<file path="config.mk">
export PLATFORM = sky130hd
export DESIGN_NAME = cfg_port_target
export DESIGN_NICKNAME = d
export VERILOG_FILES = /design/src/rtl/cfgp_pkg.sv /design/src/rtl/cfgp_spi_front.sv /design/src/rtl/cfgp_erase_timer.sv /design/src/rtl/cfgp_cmd_ctl.sv /design/src/rtl/cfg_port_target.sv
export SDC_FILE = /design/constraint.sdc
export NUM_CORES = 1
export LEC_CHECK = 0
export ABC_AREA = 1
export ABC_CLOCK_PERIOD_IN_PS = 4050
export CAP_MARGIN = 40
export CELL_PAD_IN_SITES_DETAIL_PLACEMENT = 0
export CELL_PAD_IN_SITES_GLOBAL_PLACEMENT = 2
export CORE_MARGIN = 2
export CORE_UTILIZATION = 42
export CTS_CLUSTER_SIZE = 20
export DETAILED_ROUTE_END_ITERATION = 8
export DONT_BUFFER_PORTS = 1
export GPL_TIMING_DRIVEN = 0
export PLACE_DENSITY = 0.91
export SETUP_SLACK_MARGIN = 0.2
export SYNTH_ARGS = -nofsm -noshare
export SYNTH_HDL_FRONTEND = slang
export SYNTH_SLANG_ARGS = --single-unit
</file>
<file path="constraint.sdc">
create_clock -name clk -period 4.05 [get_ports clk]
set_input_delay 0.81 -clock clk [delete_from_list [all_inputs] [get_ports clk]]
set_output_delay 0.81 -clock clk [all_outputs]
set_load 0.05 [all_outputs]
</file>
<file path="src/rtl/cfgp_pkg.sv">
package cfgp_pkg;
  localparam logic [7:0] OPC_RD_ID    = 8'h07;
  localparam logic [7:0] OPC_RD_STAT  = 8'h09;
  localparam logic [7:0] OPC_ERASE    = 8'h70;
  localparam logic [7:0] OPC_REFRESH  = 8'h71;
  localparam logic [7:0] OPC_WR_OPEN  = 8'h4A;
  localparam logic [7:0] OPC_WR_CLOSE = 8'h4F;
  localparam logic [7:0] OPC_BURST    = 8'h41;

  localparam int STAT_ERASED_BIT = 16;
  localparam int STAT_LOADED_BIT = 14;

  // byte position 4 means "payload or reply phase" (saturated)
  localparam logic [2:0] POS_LAST_STUFF = 3'd3;
  localparam logic [2:0] POS_BODY       = 3'd4;

  typedef struct packed {
    logic [7:0] dat;
    logic [2:0] pos;
  } rx_byte_t;

  function automatic logic [31:0] status_word(input logic erased, input logic loaded);
    logic [31:0] w;
    w = '0;
    w[STAT_ERASED_BIT] = erased;
    w[STAT_LOADED_BIT] = loaded;
    return w;
  endfunction
endpackage

</file>
<file path="src/rtl/cfgp_spi_front.sv">
module cfgp_spi_front
  import cfgp_pkg::*;
#(
  parameter int WORD_W = 32
) (
  input  logic              clk,
  input  logic              rst_n,
  input  logic              sclk,
  input  logic              cs_n,
  input  logic              mosi,
  output logic              miso,
  output logic              byte_vld,
  output rx_byte_t          byte_ev,
  output logic              frame_end,
  input  logic              load_vld,
  input  logic [WORD_W-1:0] load_word
);
  logic [2:0]        s_sclk;
  logic [2:0]        s_cs;
  logic [1:0]        s_mosi;
  logic [2:0]        bit_cnt;
  logic [2:0]        pos;
  logic [7:0]        shin;
  logic              pend;
  logic [WORD_W-1:0] sreg;

  logic rise, fall, cs_act, cs_stop;
  assign rise    = s_sclk[1] & ~s_sclk[2];
  assign fall    = ~s_sclk[1] & s_sclk[2];
  assign cs_act  = ~s_cs[1];
  assign cs_stop = s_cs[1] & ~s_cs[2];
  assign miso    = sreg[WORD_W-1];

  always_ff @(posedge clk or negedge rst_n) begin
    if (!rst_n) begin
      s_sclk <= '0;
      s_cs   <= '1;
      s_mosi <= '0;
    end else begin
      s_sclk <= {s_sclk[1:0], sclk};
      s_cs   <= {s_cs[1:0], cs_n};
      s_mosi <= {s_mosi[0], mosi};
    end
  end

  always_ff @(posedge clk or negedge rst_n) begin
    if (!rst_n) begin
      bit_cnt   <= '0;
      pos       <= '0;
      shin      <= '0;
      pend      <= 1'b0;
      sreg      <= '0;
      byte_vld  <= 1'b0;
      byte_ev   <= '0;
      frame_end <= 1'b0;
    end else begin
      byte_vld  <= 1'b0;
      frame_end <= cs_stop;
      if (!cs_act) begin
        bit_cnt <= '0;
        pos     <= '0;
        pend    <= 1'b0;
        sreg    <= '0;
      end else begin
        if (rise) begin
          shin    <= {shin[6:0], s_mosi[1]};
          bit_cnt <= bit_cnt + 3'd1;
          pend    <= (pos == POS_BODY);
          if (bit_cnt == 3'd7) begin
            byte_vld    <= 1'b1;
            byte_ev.dat <= {shin[6:0], s_mosi[1]};
            byte_ev.pos <= pos;
            if (pos != POS_BODY) pos <= pos + 3'd1;
          end
        end
        if (fall && pend) begin
          sreg <= {sreg[WORD_W-2:0], 1'b0};
          pend <= 1'b0;
        end
        if (load_vld) sreg <= load_word;
      end
    end
  end
endmodule

</file>
<file path="src/rtl/cfgp_erase_timer.sv">
module cfgp_erase_timer #(
  parameter int LATENCY = 2000
) (
  input  logic clk,
  input  logic rst_n,
  input  logic start,
  input  logic abort,
  output logic fire
);
  localparam int CW = $clog2(LATENCY + 1);
  localparam logic [CW-1:0] LAST = CW'(LATENCY - 1);

  logic          busy;
  logic [CW-1:0] cnt;

  always_ff @(posedge clk or negedge rst_n) begin
    if (!rst_n) begin
      busy <= 1'b0;
      cnt  <= '0;
      fire <= 1'b0;
    end else begin
      fire <= 1'b0;
      if (abort) begin
        busy <= 1'b0;
      end else if (start) begin
        busy <= 1'b1;
        cnt  <= '0;
      end else if (busy) begin
        if (cnt == LAST) begin
          busy <= 1'b0;
          fire <= 1'b1;
        end else begin
          cnt <= cnt + 1'b1;
        end
      end
    end
  end
endmodule

</file>
<file path="src/rtl/cfgp_cmd_ctl.sv">
module cfgp_cmd_ctl
  import cfgp_pkg::*;
#(
  parameter logic [31:0] DEVICE_ID    = 32'h5EC0_1D17,
  parameter int          CNT_W        = 16,
  parameter int          EXPECT_BYTES = 12
) (
  input  logic             clk,
  input  logic             rst_n,
  input  logic             byte_vld,
  input  rx_byte_t         byte_ev,
  input  logic             frame_end,
  input  logic             erase_fire,
  output logic             erase_start,
  output logic             erase_abort,
  output logic             load_vld,
  output logic [31:0]      load_word,
  output logic             we_o,
  output logic             cleared_o,
  output logic             done_o,
  output logic [CNT_W-1:0] burst_count_o
);
  localparam logic [CNT_W-1:0] CNT_MAX = '1;
  localparam logic [CNT_W-1:0] CNT_EXP = CNT_W'(EXPECT_BYTES);

  logic [7:0] opcode;
  logic       burst_on;
  logic       burst_seen;
  logic       cmd_go;

  assign cmd_go      = byte_vld && (byte_ev.pos == POS_LAST_STUFF);
  assign erase_start = cmd_go && (opcode == OPC_ERASE) && we_o;
  assign erase_abort = cmd_go && ((opcode == OPC_REFRESH) || (opcode == OPC_WR_CLOSE));

  always_ff @(posedge clk or negedge rst_n) begin
    if (!rst_n) begin
      opcode        <= '0;
      burst_on      <= 1'b0;
      burst_seen    <= 1'b0;
      load_vld      <= 1'b0;
      load_word     <= '0;
      we_o          <= 1'b0;
      cleared_o     <= 1'b0;
      done_o        <= 1'b0;
      burst_count_o <= '0;
    end else begin
      load_vld <= 1'b0;
      if (erase_fire && !erase_abort) cleared_o <= 1'b1;
      if (frame_end) burst_on <= 1'b0;
      if (byte_vld && byte_ev.pos == 3'd0) opcode <= byte_ev.dat;
      if (byte_vld && byte_ev.pos == POS_BODY && burst_on && burst_count_o != CNT_MAX)
        burst_count_o <= burst_count_o + 1'b1;
      if (cmd_go) begin
        unique case (opcode)
          OPC_RD_ID: begin
            load_vld  <= 1'b1;
            load_word <= DEVICE_ID;
          end
          OPC_RD_STAT: begin
            load_vld  <= 1'b1;
            load_word <= status_word(cleared_o, done_o);
          end
          OPC_WR_OPEN: we_o <= 1'b1;
          OPC_REFRESH: begin
            cleared_o <= 1'b0;
            done_o    <= 1'b0;
          end
          OPC_ERASE: if (we_o) begin
            cleared_o  <= 1'b0;
            done_o     <= 1'b0;
            burst_seen <= 1'b0;
          end
          OPC_BURST: if (we_o) begin
            burst_on      <= 1'b1;
            burst_seen    <= 1'b1;
            burst_count_o <= '0;
            cleared_o     <= 1'b0;
            done_o        <= 1'b0;
          end
          OPC_WR_CLOSE: begin
            if (we_o && burst_seen && burst_count_o == CNT_EXP) done_o <= 1'b1;
            we_o       <= 1'b0;
            burst_seen <= 1'b0;
          end
          default: ;
        endcase
      end
    end
  end
endmodule

</file>
<file path="src/rtl/cfg_port_target.sv">
module cfg_port_target
  import cfgp_pkg::*;
#(
  parameter logic [31:0] DEVICE_ID    = 32'h5EC0_1D17,
  parameter int          CLEAR_LAT    = 2000,
  parameter int          EXPECT_BYTES = 12,
  parameter int          CNT_W        = 16
) (
  input  logic             clk,
  input  logic             rst_n,
  input  logic             spi_sclk,
  input  logic             spi_cs_n,
  input  logic             spi_mosi,
  output logic             spi_miso,
  output logic             we_o,
  output logic             cleared_o,
  output logic             done_o,
  output logic [CNT_W-1:0] burst_count_o
);
  localparam int WORD_W = 32;

  logic              byte_vld;
  rx_byte_t          byte_ev;
  logic              frame_end;
  logic              load_vld;
  logic [WORD_W-1:0] load_word;
  logic              erase_start, erase_abort, erase_fire;

  cfgp_spi_front #(.WORD_W(WORD_W)) u_front (
    .clk       (clk),
    .rst_n     (rst_n),
    .sclk      (spi_sclk),
    .cs_n      (spi_cs_n),
    .mosi      (spi_mosi),
    .miso      (spi_miso),
    .byte_vld  (byte_vld),
    .byte_ev   (byte_ev),
    .frame_end (frame_end),
    .load_vld  (load_vld),
    .load_word (load_word)
  );

  cfgp_erase_timer #(.LATENCY(CLEAR_LAT)) u_timer (
    .clk   (clk),
    .rst_n (rst_n),
    .start (erase_start),
    .abort (erase_abort),
    .fire  (erase_fire)
  );

  cfgp_cmd_ctl #(
    .DEVICE_ID    (DEVICE_ID),
    .CNT_W        (CNT_W),
    .EXPECT_BYTES (EXPECT_BYTES)
  ) u_ctl (
    .clk           (clk),
    .rst_n         (rst_n),
    .byte_vld      (byte_vld),
    .byte_ev       (byte_ev),
    .frame_end     (frame_end),
    .erase_fire    (erase_fire),
    .erase_start   (erase_start),
    .erase_abort   (erase_abort),
    .load_vld      (load_vld),
    .load_word     (load_word),
    .we_o          (we_o),
    .cleared_o     (cleared_o),
    .done_o        (done_o),
    .burst_count_o (burst_count_o)
  );
endmodule

</file>
==> flow_metrics.tcl <==
set metrics [dict create \
    p_switching_uw 553.8 \
    pwr-share-comb 0.020 \
    dr.pass1.iters 5 \
    worst_slew_pin_slew_ns 0.6926 \
    antenna_found_initial 0 \
    io_pins 25 \
    clock_power_share 0.537 \
    rows 41 \
    avgSynthCellArea_um2 8.385 \
    place_congestion 0.7882 \
    hold_violations 0 \
    status "completed" \
    cp-start-kind "flip-flop" \
    synthesis.area_um2 5400 \
    path_clk_slew_ns 0.05 \
    dieHeight_um 117.4 \
    cts_sinks 113 \
    fin_cells 848 \
    grt_usage 0.1788 \
    fin_crit_ns 2.146 \
    p_per_area_nw_per_um2 430.6 \
    hp-class "primary input to asynchronous set/reset pin" \
    die_x_um 117.4 \
    seq_area_frac_synth 0.5243 \
    finalNetCount 675 \
    drv_slew 0 \
    ir_drop_uv 228.2 \
    cp_max_fo 10 \
    cp-end-kind "flip-flop" \
    dpl.cell_count 816 \
    core-area_um2 12570 \
    ant_nets 0 \
    drc 0 \
    async_reset_ff_frac 1.000 \
    tns_ns 0 \
    diodes 0 \
    synth.distinct_cells 43 \
    initial_core_util 0.4297 \
    power_frac_seq 0.443 \
    ys.flop_type "dfrtp_1" \
    syn_nets 656 \
    cts_resized 0 \
    finalSetupViolCount 0 \
    cp.arrival_ns 2.44 \
    wirelength_um 11390 \
    dp_hpwl_um 7617 \
    fin_skew_ns 0.01078 \
    die_area_um2 13780 \
    crit_required_ns 4.34 \
    cts_max_level 4 \
    routedWlPerCell_um 13.43 \
    synth_warnings 0 \
    postPlaceCellArea_um2 5615 \
    synth-seq-cells 113 \
    grt_max_degree 114 \
    synth_edf_count 0 \
    root_buffer "clkbuf_16" \
    cts_tree "built" \
    rsz0062_at_grt "no" \
    cap_violations 0 \
    drive_gt1_frac 0.1080 \
    relSlewSlack 0.5383 \
    clock_path_buffers 2 \
    fmax_mhz 466.0 \
    reg2reg_setup_slack_ns 1.90 \
    postCtsHoldBufs 0 \
    final_util 0.4925 \
    vias 4218 \
    fin_crit_sh 0.5299 \
    gr-total-overflow 0 \
    leakage_uw 0.002855 \
    via_per_inst 4.974 \
    grt_pass1_vias 4080 \
    drt_iter0_markers 280 \
    area_growth_pct 14.62 \
    switching_share 0.2078 \
    finalInstanceArea_um2 6190 \
    synthCells 644 \
    worstSetupPathType "flip-flop to flip-flop" \
    numCtsBuffers 17 \
    grt_pass1_wl_um 19820 \
    insertion_delay_ns 0.42 \
    port_buffers 0 \
    cts_setup_buffers 0 \
    power_uw 2666 \
    power.internal_uw 2112 \
]
[stage by stage]
step / hold WS (ns) / worst slack (ns)
6_report: 0.09536 / 1.904
5_1_grt: 0.07012 / 1.761
4_1_cts: 0.07518 / 1.896
3_5_place_dp: 0.3393 / 1.906
3_3_place_gp: 0.3337 / 1.902
2_1_floorplan: 0.3312 / 2.111
[cell usage after synthesis, types with 4 or more instances]
cell type | number | area share
nand2_1 | 176 | 0.12
dfrtp_1 | 110 | 0.51
inv_1 | 69 | 0.048
nor2_1 | 62 | 0.043
o21ai_0 | 47 | 0.044
nand3_1 | 44 | 0.041
a21oi_1 | 15 | 0.014
nand4_1 | 13 | 0.015
a31oi_1 | 8 | 0.0093
o21ai_1 | 8 | 0.0074
buf_2 | 7 | 0.0065
ha_1 | 7 | 0.016
o22ai_1 | 7 | 0.0081
o31ai_1 | 7 | 0.0097
xor2_1 | 7 | 0.011
inv_2 | 6 | 0.0042
nor3_1 | 6 | 0.0056
clkbuf_1 | 5 | 0.0035
nor2_2 | 5 | 0.0058
nand2_2 | 4 | 0.0046
[power groups by stage]
stage               Sequential, uW  Combinational [uW]  Clock (uW)
floorplan                     1200                41.9           0
global placement              1200                53.3           0
detailed placement            1200                54.7           0
global route                  1180                63.8        1520
CTS                           1180                55.2        1460
finish                        1180                54.0        1430
[registers in the layout (all words and copies together), names as in the netlist, 2 cells and up]
register / cells
u_front.s_sclk: 3
u_ctl.burst_count_o: 16
u_ctl.load_word: 3
u_front.byte_ev: 11
u_front.shin: 7
u_front.s_cs: 3
u_front.sreg: 32
u_ctl.opcode: 8
u_front.pos: 3
u_timer.cnt: 11
u_front.bit_cnt: 3
u_front.s_mosi: 2
[layer usage]
layer	routed length, um	vias to the layer above	part of all wire	GRT usage
met5	0	-	0	0
met4	97	0	0.0085	0.07605
met3	434	8	0.038	0.04426
met2	5241	59	0.46	0.2686
met1	5612	2016	0.49	0.2469
li1	-	2135	-	-
[worst max-delay path: stages (launching register included)]
cell and delay (ns):
dfrtp_1 0.75, ha_1 0.38, inv_2 0.07, nor2_4 0.17, nand2_4 0.12, nor2_8 0.15
nor2_8 0.07, buf_8 0.15, a21oi_2 0.11, nor2_1 0.06
[layout by cell type, fill, tap and decap left out, drive strengths merged, types with 3 or more instances in the layout]
master	count
o21ai	56
o31ai	7
clkinv	8
ha	7
nand2	181
nor3	6
nand4	14
dfrtp	110
o22ai	7
nor2	73
clkbuf	26
nand3	46
buf	10
xor2	7
inv	76
dfstp	3
a31oi	8
a21oi	17
[cells by family after synthesis]
logic type	share of synthesized area
simple gates	0.2695
compound gates	0.1059
flops	0.5243
fa+ha+maj	0.01622
buf+inv	0.07113
xor+xnor	0.01298
[layout make-up]
class | count | area, um2
fill | 1184 | 6379
sequential | 113 | 2831
multi-input combinational | 439 | 2185
clock buffer | 21 | 460.4
inverter | 77 | 296.5
tap | 172 | 215.2
clock inverter | 11 | 113.9
buffer | 15 | 87.58
[final timing paths]
path | start | end | cells past startpoint
min in group clk | u_front.s_sclk[0]$_DFF_PN0_ | u_front.s_sclk[1]$_DFF_PN0_ | 0
worst min-delay path | rst_n | u_ctl.burst_count_o[7]$_DFF_PN0_ | 0
worst min register to register | u_front.s_sclk[0]$_DFF_PN0_ | u_front.s_sclk[1]$_DFF_PN0_ | 0
worst max-delay path | u_ctl.burst_count_o[1]$_DFF_PN0_ | u_ctl.burst_count_o[4]$_DFF_PN0_ | 9
max in group asynchronous | rst_n | u_front.s_cs[0]$_DFF_PN1_ | 0
worst max register to register | u_ctl.burst_count_o[1]$_DFF_PN0_ | u_ctl.burst_count_o[4]$_DFF_PN0_ | 9
No activity file was read; power rests on OpenSTA's default activity.
